==> config.mk <==
export PLATFORM = sky130hd
export DESIGN_NAME = mac_irq_ctrl
export DESIGN_NICKNAME = d
export VERILOG_FILES = /design/src/rtl/mac_irq_pkg.sv /design/src/rtl/irq_raw_bank.sv /design/src/rtl/irq_enable_reg.sv /design/src/rtl/irq_read_mux.sv /design/src/rtl/mac_irq_ctrl.sv
export SDC_FILE = /design/constraint.sdc
export NUM_CORES = 1
export LEC_CHECK = 0
export ABC_CLOCK_PERIOD_IN_PS = 1700
export BUFFER_PORTS_ARGS = -buffer_cell sky130_fd_sc_hd__buf_2
export CORE_MARGIN = 2
export CORE_UTILIZATION = 49
export CTS_CLUSTER_SIZE = 40
export DETAILED_ROUTE_END_ITERATION = 10
export HOLD_SLACK_MARGIN = 0.05
export PLACE_DENSITY_LB_ADDON = 0.05
export SLEW_MARGIN = 10
export SYNTH_ARGS = -nofsm -noshare
export SYNTH_HDL_FRONTEND = slang
export SYNTH_HIERARCHICAL = 1
export SYNTH_SLANG_ARGS = --single-unit
==> constraint.sdc <==
create_clock -name clk_i -period 1.7 [get_ports clk_i]
set_input_delay 0.085 -clock clk_i [delete_from_list [all_inputs] [get_ports clk_i]]
set_output_delay 0.085 -clock clk_i [all_outputs]
set_load 0.05 [all_outputs]
==> src/rtl/mac_irq_pkg.sv <==
package mac_irq_pkg;
  localparam int unsigned SRC_N        = 8;
  localparam int unsigned RX_RDY_BIT   = 0;
  localparam int unsigned TX_PKT_BIT   = 1;
  localparam int unsigned TX_EMPTY_BIT = 6;
  localparam int unsigned RX_MULTI_BIT = 7;
  localparam int unsigned PORT_EN_BIT  = 18;
  localparam int unsigned GLB_EN_BIT   = 19;
  localparam logic [7:0]  STAT_OFF     = 8'h30;
  localparam logic [7:0]  ENA_OFF      = 8'h34;
  localparam logic [7:0]  RAW_OFF      = 8'h38;
endpackage

==> src/rtl/irq_raw_bank.sv <==
module irq_raw_bank #(
  parameter int unsigned SRC_N = 8
) (
  input  logic             clk_i,
  input  logic             rst_ni,
  input  logic [SRC_N-1:0] set_i,
  input  logic [SRC_N-1:0] clr_i,
  output logic [SRC_N-1:0] raw_o
);
  for (genvar g = 0; g < SRC_N; g++) begin : g_bit
    logic bit_q;
    always_ff @(posedge clk_i or negedge rst_ni) begin
      if (!rst_ni)        bit_q <= 1'b0;
      else if (set_i[g])  bit_q <= 1'b1;  // set beats clear
      else if (clr_i[g])  bit_q <= 1'b0;
    end
    assign raw_o[g] = bit_q;
  end
endmodule

==> src/rtl/irq_enable_reg.sv <==
module irq_enable_reg #(
  parameter int unsigned DATA_W   = 32,
  parameter int unsigned SRC_N    = 8,
  parameter int unsigned PORT_BIT = 18,
  parameter int unsigned GLB_BIT  = 19
) (
  input  logic              clk_i,
  input  logic              rst_ni,
  input  logic              wr_i,
  input  logic [DATA_W-1:0] wdata_i,
  output logic [DATA_W-1:0] word_o,
  output logic [SRC_N-1:0]  src_en_o,
  output logic              port_en_o,
  output logic              glb_en_o
);
  localparam logic [DATA_W-1:0] SRC_MASK  = {{(DATA_W-SRC_N){1'b0}}, {SRC_N{1'b1}}};
  localparam logic [DATA_W-1:0] KEEP_MASK = SRC_MASK
                                          | (DATA_W'(1) << PORT_BIT)
                                          | (DATA_W'(1) << GLB_BIT);
  logic [DATA_W-1:0] word_q;

  always_ff @(posedge clk_i or negedge rst_ni) begin
    if (!rst_ni)   word_q <= '0;
    else if (wr_i) word_q <= wdata_i & KEEP_MASK;
  end

  assign word_o    = word_q;
  assign src_en_o  = word_q[SRC_N-1:0];
  assign port_en_o = word_q[PORT_BIT];
  assign glb_en_o  = word_q[GLB_BIT];
endmodule

==> src/rtl/irq_read_mux.sv <==
module irq_read_mux #(
  parameter int unsigned DATA_W   = 32,
  parameter int unsigned ADDR_W   = 8,
  parameter int unsigned SRC_N    = 8,
  parameter logic [ADDR_W-1:0] STAT_OFF = 8'h30,
  parameter logic [ADDR_W-1:0] ENA_OFF  = 8'h34,
  parameter logic [ADDR_W-1:0] RAW_OFF  = 8'h38
) (
  input  logic [ADDR_W-1:0] addr_i,
  input  logic [SRC_N-1:0]  raw_i,
  input  logic [SRC_N-1:0]  stat_i,
  input  logic [DATA_W-1:0] ena_word_i,
  output logic [DATA_W-1:0] rdata_o
);
  always_comb begin
    case (addr_i)
      STAT_OFF: rdata_o = {{(DATA_W-SRC_N){1'b0}}, stat_i};
      ENA_OFF:  rdata_o = ena_word_i;
      RAW_OFF:  rdata_o = {{(DATA_W-SRC_N){1'b0}}, raw_i};
      default:  rdata_o = '0;
    endcase
  end
endmodule

==> src/rtl/mac_irq_ctrl.sv <==
module mac_irq_ctrl #(
  parameter int unsigned DATA_W     = 32,
  parameter int unsigned ADDR_W     = 8,
  parameter int unsigned SRC_N      = mac_irq_pkg::SRC_N,
  parameter int unsigned RX_RDY_BIT = mac_irq_pkg::RX_RDY_BIT,
  parameter int unsigned PORT_BIT   = mac_irq_pkg::PORT_EN_BIT,
  parameter int unsigned GLB_BIT    = mac_irq_pkg::GLB_EN_BIT,
  parameter logic [ADDR_W-1:0] STAT_OFF = mac_irq_pkg::STAT_OFF,
  parameter logic [ADDR_W-1:0] ENA_OFF  = mac_irq_pkg::ENA_OFF,
  parameter logic [ADDR_W-1:0] RAW_OFF  = mac_irq_pkg::RAW_OFF
) (
  input  logic              clk_i,
  input  logic              rst_ni,
  input  logic [SRC_N-1:0]  evt_i,
  input  logic              rx_backlog_i,
  input  logic              wr_en_i,
  input  logic [ADDR_W-1:0] addr_i,
  input  logic [DATA_W-1:0] wdata_i,
  output logic [DATA_W-1:0] rdata_o,
  output logic              irq_o
);
  logic              wr_raw, wr_ena;
  logic [SRC_N-1:0]  set_vec, clr_vec, raw_q, src_en, stat_vec;
  logic [DATA_W-1:0] en_word;
  logic              port_en, glb_en;

  assign wr_raw  = wr_en_i && (addr_i == RAW_OFF);
  assign wr_ena  = wr_en_i && (addr_i == ENA_OFF);
  assign clr_vec = wr_raw ? wdata_i[SRC_N-1:0] : '0;
  // backlog level re-asserts receive-ready every cycle
  assign set_vec = evt_i | (SRC_N'(rx_backlog_i) << RX_RDY_BIT);

  irq_raw_bank #(.SRC_N(SRC_N)) u_raw (
    .clk_i  (clk_i),
    .rst_ni (rst_ni),
    .set_i  (set_vec),
    .clr_i  (clr_vec),
    .raw_o  (raw_q)
  );

  irq_enable_reg #(
    .DATA_W(DATA_W), .SRC_N(SRC_N), .PORT_BIT(PORT_BIT), .GLB_BIT(GLB_BIT)
  ) u_ena (
    .clk_i     (clk_i),
    .rst_ni    (rst_ni),
    .wr_i      (wr_ena),
    .wdata_i   (wdata_i),
    .word_o    (en_word),
    .src_en_o  (src_en),
    .port_en_o (port_en),
    .glb_en_o  (glb_en)
  );

  assign stat_vec = (port_en && glb_en) ? (raw_q & src_en) : '0;
  assign irq_o    = |stat_vec;

  irq_read_mux #(
    .DATA_W(DATA_W), .ADDR_W(ADDR_W), .SRC_N(SRC_N),
    .STAT_OFF(STAT_OFF), .ENA_OFF(ENA_OFF), .RAW_OFF(RAW_OFF)
  ) u_rd (
    .addr_i     (addr_i),
    .raw_i      (raw_q),
    .stat_i     (stat_vec),
    .ena_word_i (en_word),
    .rdata_o    (rdata_o)
  );
endmodule

==> results of run 1 <==
cells in the mapped netlist, drive strengths merged:
master  count
nand2      17
mux2       10
buf        45
dfrtp      18
inv         8
and2       34
nand3       1
nor2       10
nor2b       1
a21o        8
a21oi       8
conb        1
a41oi       1
nor3b       1
and4        2
and4bb      1
or2         9
mux2i       8
and4b       2
sequential cells by signal, summed over array words and instances (netlist names):
name               count
u_ena/word_o          10
u_raw/g_bit.bit_q      8
what timing repair did:
item | in CTS | in global routing
pin swaps | 1 | 14
endpoints found under the setup margin | 8 | 8
buffers inserted | 2 | 1
gates resized for setup | 21 | 21
gates cloned | 0 | 1
endpoints found under the hold margin | 36 | 0
hold buffers | 20 | 0
stage by stage:
step | hold WS, ns | power [mW]
3_3_place_gp | 0.0336 | 0.586
2_1_floorplan | -0.211 | 0.584
3_5_place_dp | 0.0463 | 0.591
6_report | 0.251 | 0.908
5_1_grt | 0.282 | 0.953
4_1_cts | 0.253 | 0.903
worst min path at each step:
stage / cells after the start / startpoint / to / slack (ns)
after floorplan: 0 / rst_ni / u_ena/word_o[0] / -0.21
after global placement: 1 / rst_ni / u_raw/g_bit[3].bit_q / 0.03
after detailed placement: 1 / rst_ni / u_ena/word_o[3] / 0.05
after CTS: 2 / rst_ni / u_ena/word_o[3] / 0.25
after global routing: 2 / rst_ni / u_raw/g_bit[5].bit_q / 0.28
final: 2 / rst_ni / u_ena/word_o[3] / 0.25
routing by layer:
metal  up-vias  GRT usage  wire length (µm)
li1        627          -                 -
met1       593      0.221              1440
met2        54      0.320              1760
met3         8     0.0207               198
met4         0     0.0547                57
met5         -          0                 0
critical path, cell delays in order, from the launching register on:
cell and delay (ns):
dfrtp_2 0.45, nand2_4 0.11, nor2_1 0.11, mux2i_1 0.08, or2_4 0.25, a21oi_4 0.16, buf_6 0.17
power by group through the flow:
stage | sequential (mW) | clock [mW] | combinational, mW
after CTS | 0.449 | 0.277 | 0.177
after global routing | 0.454 | 0.291 | 0.207
after floorplan | 0.455 | 0 | 0.130
after detailed placement | 0.457 | 0 | 0.134
after global placement | 0.456 | 0 | 0.129
final | 0.452 | 0.269 | 0.187
cell families after synthesis:
kind of cell    after synthesis
simple gates                 78
buf+inv                      53
mux                          18
flops                        18
compound gates               17
other cells                   1
area by class of cell:
cell class	instances	area share
clock buffers	4	0.0173
inverters	8	0.0143
multi-input cells	136	0.487
repair buffers	66	0.238
flip-flops and latches	18	0.216
well taps	46	0.0275
layout by cell type (no fill, tap or decap), drive strengths merged, types with 2 or more instances in the layout:
master / count
buf: 46
and2: 34
conb: 22
dlygate4sd3: 20
nand2: 18
dfrtp: 18
mux2: 10
nor2: 10
or2: 9
inv: 8
a21o: 8
mux2i: 8
a21oi: 8
clkbuf: 4
and4b: 2
and4: 2
==> metrics.md, run 1 <==
| Metric | Value |
|---|---|
| Status | `finished with violations` |
| Failing checks | `setup timing` |
| R2r setup slk | `0.71 ns` |
| Seq/Total Area, Yosys | `0.273` |
| DR vias | `1282` |
| Clock period minus worst slack | `1.70 ns` |
| Antenna Violating Nets Remaining | `0` |
| Vias in the first global route | `1144` |
| Total negative setup slack | `-0.00232 ns` |
| Post-synthesis simple-gate area fraction | `0.287` |
| Largest cells by area after synthesis | `dfrtp_1, buf_4, mux2_4` |
| Core Region | `0.00328 mm²` |
| Sink Count | `18` |
| Worst EP required | `1.62 ns` |
| Area occupied by registers | `453 µm²` |
| Maximum clock path buffer count | `2` |
| Internal power | `0.677 mW` |
| Synth warnings | `6` |
| Pin count of the biggest net entering global routing | `25` |
| Post-synthesis xor/xnor area fraction | `0` |
| Final setup violation count | `1` |
| H-tree levels | `1` |
| Critical Path Sink | `rdata_o[6]` |
| Clock transition at path regs | `0.11 ns` |
| DIE WIDTH | `62.0 µm` |
| Finished Cell Area | `0.00209 mm²` |
| Worst setup path startpoint | `u_ena/word_o[18]` |
| Fmax | `0.587 GHz` |
| Min-Delay Path Class | `in2async` |
| Peak supply drop | `292 µV` |
| Drt pass-1 iters | `5` |
| Worst-Skew Late Latency | `0.29 ns` |
| Filler cells | `269` |
| Clock power frac | `0.296` |
| Pwr dens | `434 mW/mm²` |
| Placer Congestion | `0.763` |
| Total global routing overflow | `0` |
| Syn Area/Cell | `8.91 µm²` |
| Synth Area in Adders | `0` |
| WL/cell | `12.4 µm` |
| Routed Wire Length | `3.46 mm` |
| Total GRT Usage | `0.178` |
| Mapped Area | `0.00165 mm²` |
| First-pass GRT wire length | `5.01 mm` |
| Layout area overhead | `26.9%` |
| Die H | `62.0 µm` |
| Worst setup SP type | `register` |
| # IOs | `85` |
| R2r startpoint | `u_ena/word_o[18]` |
| R2r endpoint | `u_ena/word_o[18]` |
| RSZ-0062 raised after global routing | `yes` |
| Main combinational cell family by area after synthesis | `simple AND/OR/NAND/NOR gates` |
| Seq pwr share | `0.498` |
| Antenna cells | `0` |
| Row count | `21` |
| Share of cells above drive strength 1 | `0.435` |
| Worst Path Arrival | `1.62 ns` |
| Number of port buffers | `40` |
| Tcrit/Tclk final | `1.00` |
| Switching part of the total | `0.254` |
| Die area | `0.00385 mm²` |
| CP Max Fanout | `5` |
| Synth Register Bits | `18` |
| Yosys top cell area share | `0.273` |
| Leakage | `0.940 nW` |
| Initial Util | `0.502` |
| NumNets Final | `285` |
| Post-synthesis mux area share | `0.140` |
| Combinational power share | `0.206` |
| Final Hold Fails | `0` |
| Vias per std cell | `4.61` |
| Detailed placement HPWL | `2.32 mm` |
| Type of element capturing the critical path | `output pin` |
| Initial DRC count | `24` |
| Placement Setup Slack | `0.0914 ns` |
| Maxcap violations | `0` |
| Post-synthesis cell count | `185` |
| Compound-Gate Fraction of Synth Area | `0.0660` |
| Area of the multi-input gates | `0.00102 mm²` |
| R2R depth | `2` |
| Non-filler instance count after layout | `278` |
| Util after Layout | `0.637` |
| CTS tree | `done` |
| # DRC | `0` |
| Switch Pwr | `0.231 mW` |
| Inst Count DP | `250` |
| Setup Skew | `0 ns` |
| WS Path Type | `reg2out` |
| CTS buffer count | `3` |
| Cell Area, Placed | `0.00169 mm²` |
| Clock root cell | `clkbuf_4` |
| Initial antenna violation count | `0` |
| Synth cell types | `25` |
| Most area-hungry cell type in the Yosys netlist | `dfrtp_1` |
| Pins Over Slew Limit | `0` |
| Setup ws final | `-0.00232 ns` |
(Power assumes the default switching activity.)
==> run 2, diff against run 1 <==
--- a/config.mk
+++ b/config.mk
@@ -13,6 +13,7 @@
 export DETAILED_ROUTE_END_ITERATION = 10
 export HOLD_SLACK_MARGIN = 0.05
 export PLACE_DENSITY_LB_ADDON = 0.05
+export SKIP_LAST_GASP = 1
 export SLEW_MARGIN = 10
 export SYNTH_ARGS = -nofsm -noshare
 export SYNTH_HDL_FRONTEND = slang
==> run 2 against run 1 <==
Net effect: the flow still finishes with violations (setup timing); first-iteration DRC count rose by 29%; clock-buffer cell count did not move; critical path depth is the same; non-clock buffer count is 1 lower; wire length decreased by 0.49%; combinational power shrank 2%; die area did not move; flip-flop and latch count did not move; largest power group unchanged.
==> metrics.md, run 2 (synthesized netlist as in run 1, its figures left out) <==
| Metric | Value |
|---|---|
| Seq pwr share | `0.502` |
| Switch Pwr | `0.224 mW` |
| CTS tree | `done` |
| Drt pass-1 iters | `4` |
| Internal power | `0.675 mW` |
| WL/cell | `12.4 µm` |
| Worst Path Arrival | `1.62 ns` |
| Pin count of the biggest net entering global routing | `25` |
| Pwr dens | `437 mW/mm²` |
| Largest delay share family, worst path | `simple AND/OR/NAND/NOR gates` |
| Core Region | `0.00328 mm²` |
| Placer Congestion | `0.763` |
| Largest register FFs | `10` |
| Number of port buffers | `40` |
| Antenna cells | `0` |
| Initial DRC count | `31` |
| CP Max Fanout | `4` |
| RSZ-0062 raised after global routing | `yes` |
| Combinational power share | `0.204` |
| Commonest non-fill, non-tap cell in the layout | `buf_2` |
| CTS buffer count | `3` |
| R2r startpoint | `u_ena/word_o[18]` |
| H-tree levels | `1` |
| Row count | `21` |
| Max incr delay on CP | `0.43 ns` |
| Failing checks | `setup timing` |
| Clock transition at path regs | `0.10 ns` |
| CP cell instances | `nand2_2 > nor2_1 > mux2i_1 > or2_2 > a21oi_2 > buf_6` |
| Type of element capturing the critical path | `output pin` |
| Initial antenna violation count | `0` |
| WS Path Type | `reg2out` |
| Switching part of the total | `0.249` |
| Clock root cell | `clkbuf_4` |
| Leakage | `0.919 nW` |
| Fmax | `0.586 GHz` |
| Final setup violation count | `1` |
| Final Hold Fails | `0` |
| Pins Over Slew Limit | `0` |
| Most frequent cells in the layout | `buf_2, and2_1, conb_1` |
| Critical path buffers and inverters | `1` |
| Cell Area, Placed | `0.00169 mm²` |
| Worst setup path startpoint | `u_ena/word_o[19]` |
| # IOs | `85` |
| Finished Cell Area | `0.00206 mm²` |
| Vias in the first global route | `1151` |
| Worst-Skew Late Latency | `0.29 ns` |
| First-pass GRT wire length | `4.99 mm` |
| Worst EP required | `1.62 ns` |
| Vias per std cell | `4.60` |
| Detailed placement HPWL | `2.32 mm` |
| Peak supply drop | `287 µV` |
| Share of cells above drive strength 1 | `0.429` |
| R2R depth | `2` |
| Status | `finished with violations` |
| Worst setup SP type | `register` |
| Antenna Violating Nets Remaining | `0` |
| Routed Wire Length | `3.44 mm` |
| # DRC | `0` |
| Clock period minus worst slack | `1.71 ns` |
| R2r setup slk | `0.73 ns` |
| Maximum clock path buffer count | `2` |
| Setup Skew | `0 ns` |
| Setup ws final | `-0.00564 ns` |
| DR vias | `1274` |
| Die H | `62.0 µm` |
| Min-Delay Path Class | `in2async` |
| Initial Util | `0.502` |
| Sink Count | `18` |
| NumNets Final | `284` |
| Total global routing overflow | `0` |
| DIE WIDTH | `62.0 µm` |
| Total GRT Usage | `0.177` |
| R2r endpoint | `u_ena/word_o[18]` |
| Layout area overhead | `24.7%` |
| Tcrit/Tclk final | `1.00` |
| Clock power frac | `0.294` |
| Util after Layout | `0.626` |
| Slowest stage cell, crit path | `dfrtp_2` |
| Maxcap violations | `0` |
| Die area | `0.00385 mm²` |
## run 2: cell types whose count changed in the layout (fill, tap and decap cells not counted), sizes merged
| cell | change |
|---|---|
| buf | -1 |
## run 2: per-stage QoR
| step | hold slack (ns) | setup WS, ns | power, mW | instances | TNS [ns] |
|---|---|---|---|---|---|
| 2_1_floorplan | -0.211 | 0.0820 | 0.584 | 206 | 0 |
| 3_3_place_gp | 0.0336 | 0.166 | 0.586 | 250 | 0 |
| 3_5_place_dp | 0.0463 | 0.0914 | 0.591 | 250 | 0 |
| 4_1_cts | 0.253 | -0.0128 | 0.901 | 276 | -0.0533 |
| 5_1_grt | 0.282 | -0.0683 | 0.948 | 277 | -0.517 |
| 6_report | 0.256 | -0.00564 | 0.899 | 277 | -0.00564 |
## run 2: cell type report
cell class	count	area, µm²
clock buffer	4	36.3
fill	279	1230
inverter	8	30.0
multi-input combinational	136	991
sequential	18	453
tap	46	57.6
timing repair buffer	65	488
## run 2: repair_timing
item | CTS | global route
gates cloned | 0 | 1
setup buffers | 2 | 0
endpoints found under the hold margin | 36 | 0
endpoints found under the setup margin | 8 | 8
hold buffers | 20 | 0
pin swaps | 0 | 12
gates resized for setup | 18 | 16
## run 2: worst register-to-register path, delay by kind of cell, from the launching register on
kind,cells,cell delay [ns]
flip-flops,1,0.46
multiplexers,1,0.26
buffers and inverters,1,0.15
## run 2: metal layers
| metal | GRT usage | up-vias | part of all wire |
|---|---|---|---|
| met4 | 0.0608 | 0 | 0.014 |
| met1 | 0.218 | 599 | 0.42 |
| met3 | 0.0228 | 6 | 0.054 |
| met2 | 0.315 | 46 | 0.51 |
| li1 | - | 623 | - |
| met5 | 0 | - | 0 |
## run 2: worst max-delay path by stage
| stage | cells after the start | slack [ns] | to |
|---|---|---|---|
| after global placement | 6 | 0.17 | rdata_o[6] |
| after floorplan | 4 | 0.08 | irq_o |
| after global routing | 6 | -0.07 | rdata_o[4] |
| after CTS | 6 | -0.01 | rdata_o[4] |
| after detailed placement | 6 | 0.09 | rdata_o[4] |
| final | 6 | -0.006 | rdata_o[6] |
## run 2: power groups by stage
stage               Sequential, mW  Combinational (mW)  Clock, mW
floorplan                    0.455               0.130          0
global placement             0.456               0.129          0
detailed placement           0.457               0.134          0
CTS                          0.449               0.174      0.277
global route                 0.454               0.204      0.290
finish                       0.451               0.183      0.264
==> run 3, diff against run 2 <==
==> constraint.sdc (replaced) <==
create_clock -name clk_i -period 1.7 [get_ports clk_i]
set_input_delay 0.425 -clock clk_i [delete_from_list [all_inputs] [get_ports clk_i]]
set_output_delay 0.425 -clock clk_i [all_outputs]
set_load 0.05 [all_outputs]
==> run 3 against run 2 <==
Net effect: die area did not move; largest cell class unchanged; non-clock buffer count did not move; clock skew did not move; the flow still finishes with violations (setup timing).
==> metrics.md, run 3 (synthesized netlist as in run 1, its figures left out) <==
| Metric | Value |
|---|---|
| Leakage | `0.976 nW` |
| Fmax | `0.499 GHz` |
| Status | `finished with violations` |
| Number of port buffers | `40` |
| Largest delay share family, worst path | `simple AND/OR/NAND/NOR gates` |
| First-pass GRT wire length | `5.13 mm` |
| Area of the multi-input gates | `0.00106 mm²` |
| Final Hold Fails | `0` |
| Max incr delay on CP | `0.44 ns` |
| CP cell instances | `nand2_4 > nor2_2 > mux2i_1 > or2_4 > a21oi_4 > buf_6` |
| Area occupied by registers | `453 µm²` |
| Tcrit/Tclk final | `1.18` |
| Pin count of the biggest net entering global routing | `23` |
| DIE WIDTH | `62.0 µm` |
| Detailed placement HPWL | `2.44 mm` |
| WS Path Type | `reg2out` |
| Maximum clock path buffer count | `2` |
| # IOs | `85` |
| Worst EP required | `1.27 ns` |
| Drt pass-1 iters | `4` |
| Min-Delay Path Class | `in2async` |
| Initial antenna violation count | `0` |
| Largest register FFs | `10` |
| Total global routing overflow | `0` |
| Layout area overhead | `29.4%` |
| Critical path buffers and inverters | `1` |
| Setup ws final | `-0.302 ns` |
| Type of element capturing the critical path | `output pin` |
| Share of cells above drive strength 1 | `0.545` |
| Worst-Skew Late Latency | `0.30 ns` |
| Die area | `0.00385 mm²` |
| Placer Congestion | `0.792` |
| R2r setup slk | `0.71 ns` |
| Die H | `62.0 µm` |
| Vias per std cell | `4.48` |
| Total GRT Usage | `0.184` |
| Filler cells | `297` |
| Clock period minus worst slack | `2.00 ns` |
| Core Region | `0.00328 mm²` |
| Cell Area, Placed | `0.00193 mm²` |
| WL/cell | `12.2 µm` |
| DR vias | `1241` |
| Pins Over Slew Limit | `0` |
| Initial DRC count | `8` |
| Peak supply drop | `302 µV` |
| Sink Count | `18` |
| Worst setup SP type | `register` |
| CTS buffer count | `3` |
| Clock transition at path regs | `0.11 ns` |
| Commonest non-fill, non-tap cell in the layout | `buf_2` |
| H-tree levels | `1` |
| Final setup violation count | `9` |
| Row count | `21` |
| Initial Util | `0.502` |
| # DRC | `0` |
| Maxcap violations | `0` |
| Failing checks | `setup timing` |
| Pwr dens | `427 mW/mm²` |
| RSZ-0062 raised after global routing | `yes` |
| Antenna cells | `0` |
| Setup Skew | `0 ns` |
| Overall power | `0.910 mW` |
| Cts hold-fix bufs | `0` |
| Slowest stage cell, crit path | `dfrtp_2` |
| CP Max Fanout | `5` |
| Vias in the first global route | `1145` |
| NumNets Final | `284` |
| Worst Path Arrival | `1.58 ns` |
| Clock root cell | `clkbuf_4` |
| CTS tree | `done` |
| Antenna Violating Nets Remaining | `0` |
| Finished Cell Area | `0.00213 mm²` |
| Routed Wire Length | `3.39 mm` |
| Most frequent cells in the layout | `buf_2, buf_4, conb_1` |
==> run 3: cell count changes in the layout (fill, tap and decap cells not counted), sizes merged <==
| cell | delta |
|---|---|
| buf | +20 |
| dlygate4sd3 | -20 |
==> run 3: what timing repair did <==
action	in CTS	in global routing
pin swaps	18	7
setup buffers	4	0
cloned	1	0
gates resized for setup	35	9
endpoints found under the setup margin	11	11
==> run 3: worst reg2reg max path, delay by kind of cell, from the launching register on <==
| family | cells | cell delay [ns] |
|---|---|---|
| multiplexers | 1 | 0.26 |
| flip-flops | 1 | 0.47 |
| buffers and inverters | 1 | 0.15 |
==> run 3: path summary, 6_finish.rpt <==
| check | startpoint | endpoint | cells past startpoint |
|---|---|---|---|
| max in group asynchronous | rst_ni | u_ena/word_o[19] | 1 |
| min reg2reg | u_raw/g_bit[1].bit_q | u_raw/g_bit[1].bit_q | 1 |
| max | u_ena/word_o[19] | rdata_o[5] | 6 |
| min in group clk_i | evt_i[7] | u_raw/g_bit[7].bit_q | 2 |
| min | rst_ni | u_raw/g_bit[1].bit_q | 1 |
| max reg2reg | u_ena/word_o[18] | u_ena/word_o[18] | 2 |
==> run 3: layout make-up <==
type,instances,area share
clock buffers,4,0.0170
inverters,8,0.0141
multi-input cells,136,0.495
flip-flops and latches,18,0.212
well taps,46,0.0270
repair buffers,65,0.235
==> run 3: metrics by stage <==
stage | worst slack, ns | setup TNS (ns) | std cells | util | hold slack, ns
6_report | -0.302 | -2.33 | 277 | 0.650 | 0.0420
5_1_grt | -0.382 | -3.04 | 277 | 0.650 | 0.0586
4_1_cts | -0.312 | -2.49 | 277 | 0.641 | 0.0522
3_5_place_dp | -0.250 | -2.25 | 268 | 0.587 | 0.389
3_3_place_gp | -0.242 | -2.19 | 268 | 0.587 | 0.380
2_1_floorplan | -0.164 | -0.605 | 206 | - | 0.129
==> run 3: per-layer routing <==
| metal | track usage | vias up | part of all wire |
|---|---|---|---|
| met5 | 0 | - | 0 |
| met4 | 0.0638 | 0 | 0.0059 |
| met3 | 0.0248 | 2 | 0.076 |
| met2 | 0.326 | 51 | 0.51 |
| met1 | 0.227 | 562 | 0.41 |
| li1 | - | 626 | - |
==> run 3: power by group <==
| part | internal (mW) | leakage [nW] | switching (mW) |
|---|---|---|---|
| clock | 0.131 | 0.0210 | 0.142 |
| sequential | 0.440 | 0.205 | 0.0108 |
| combinational | 0.102 | 0.750 | 0.0853 |
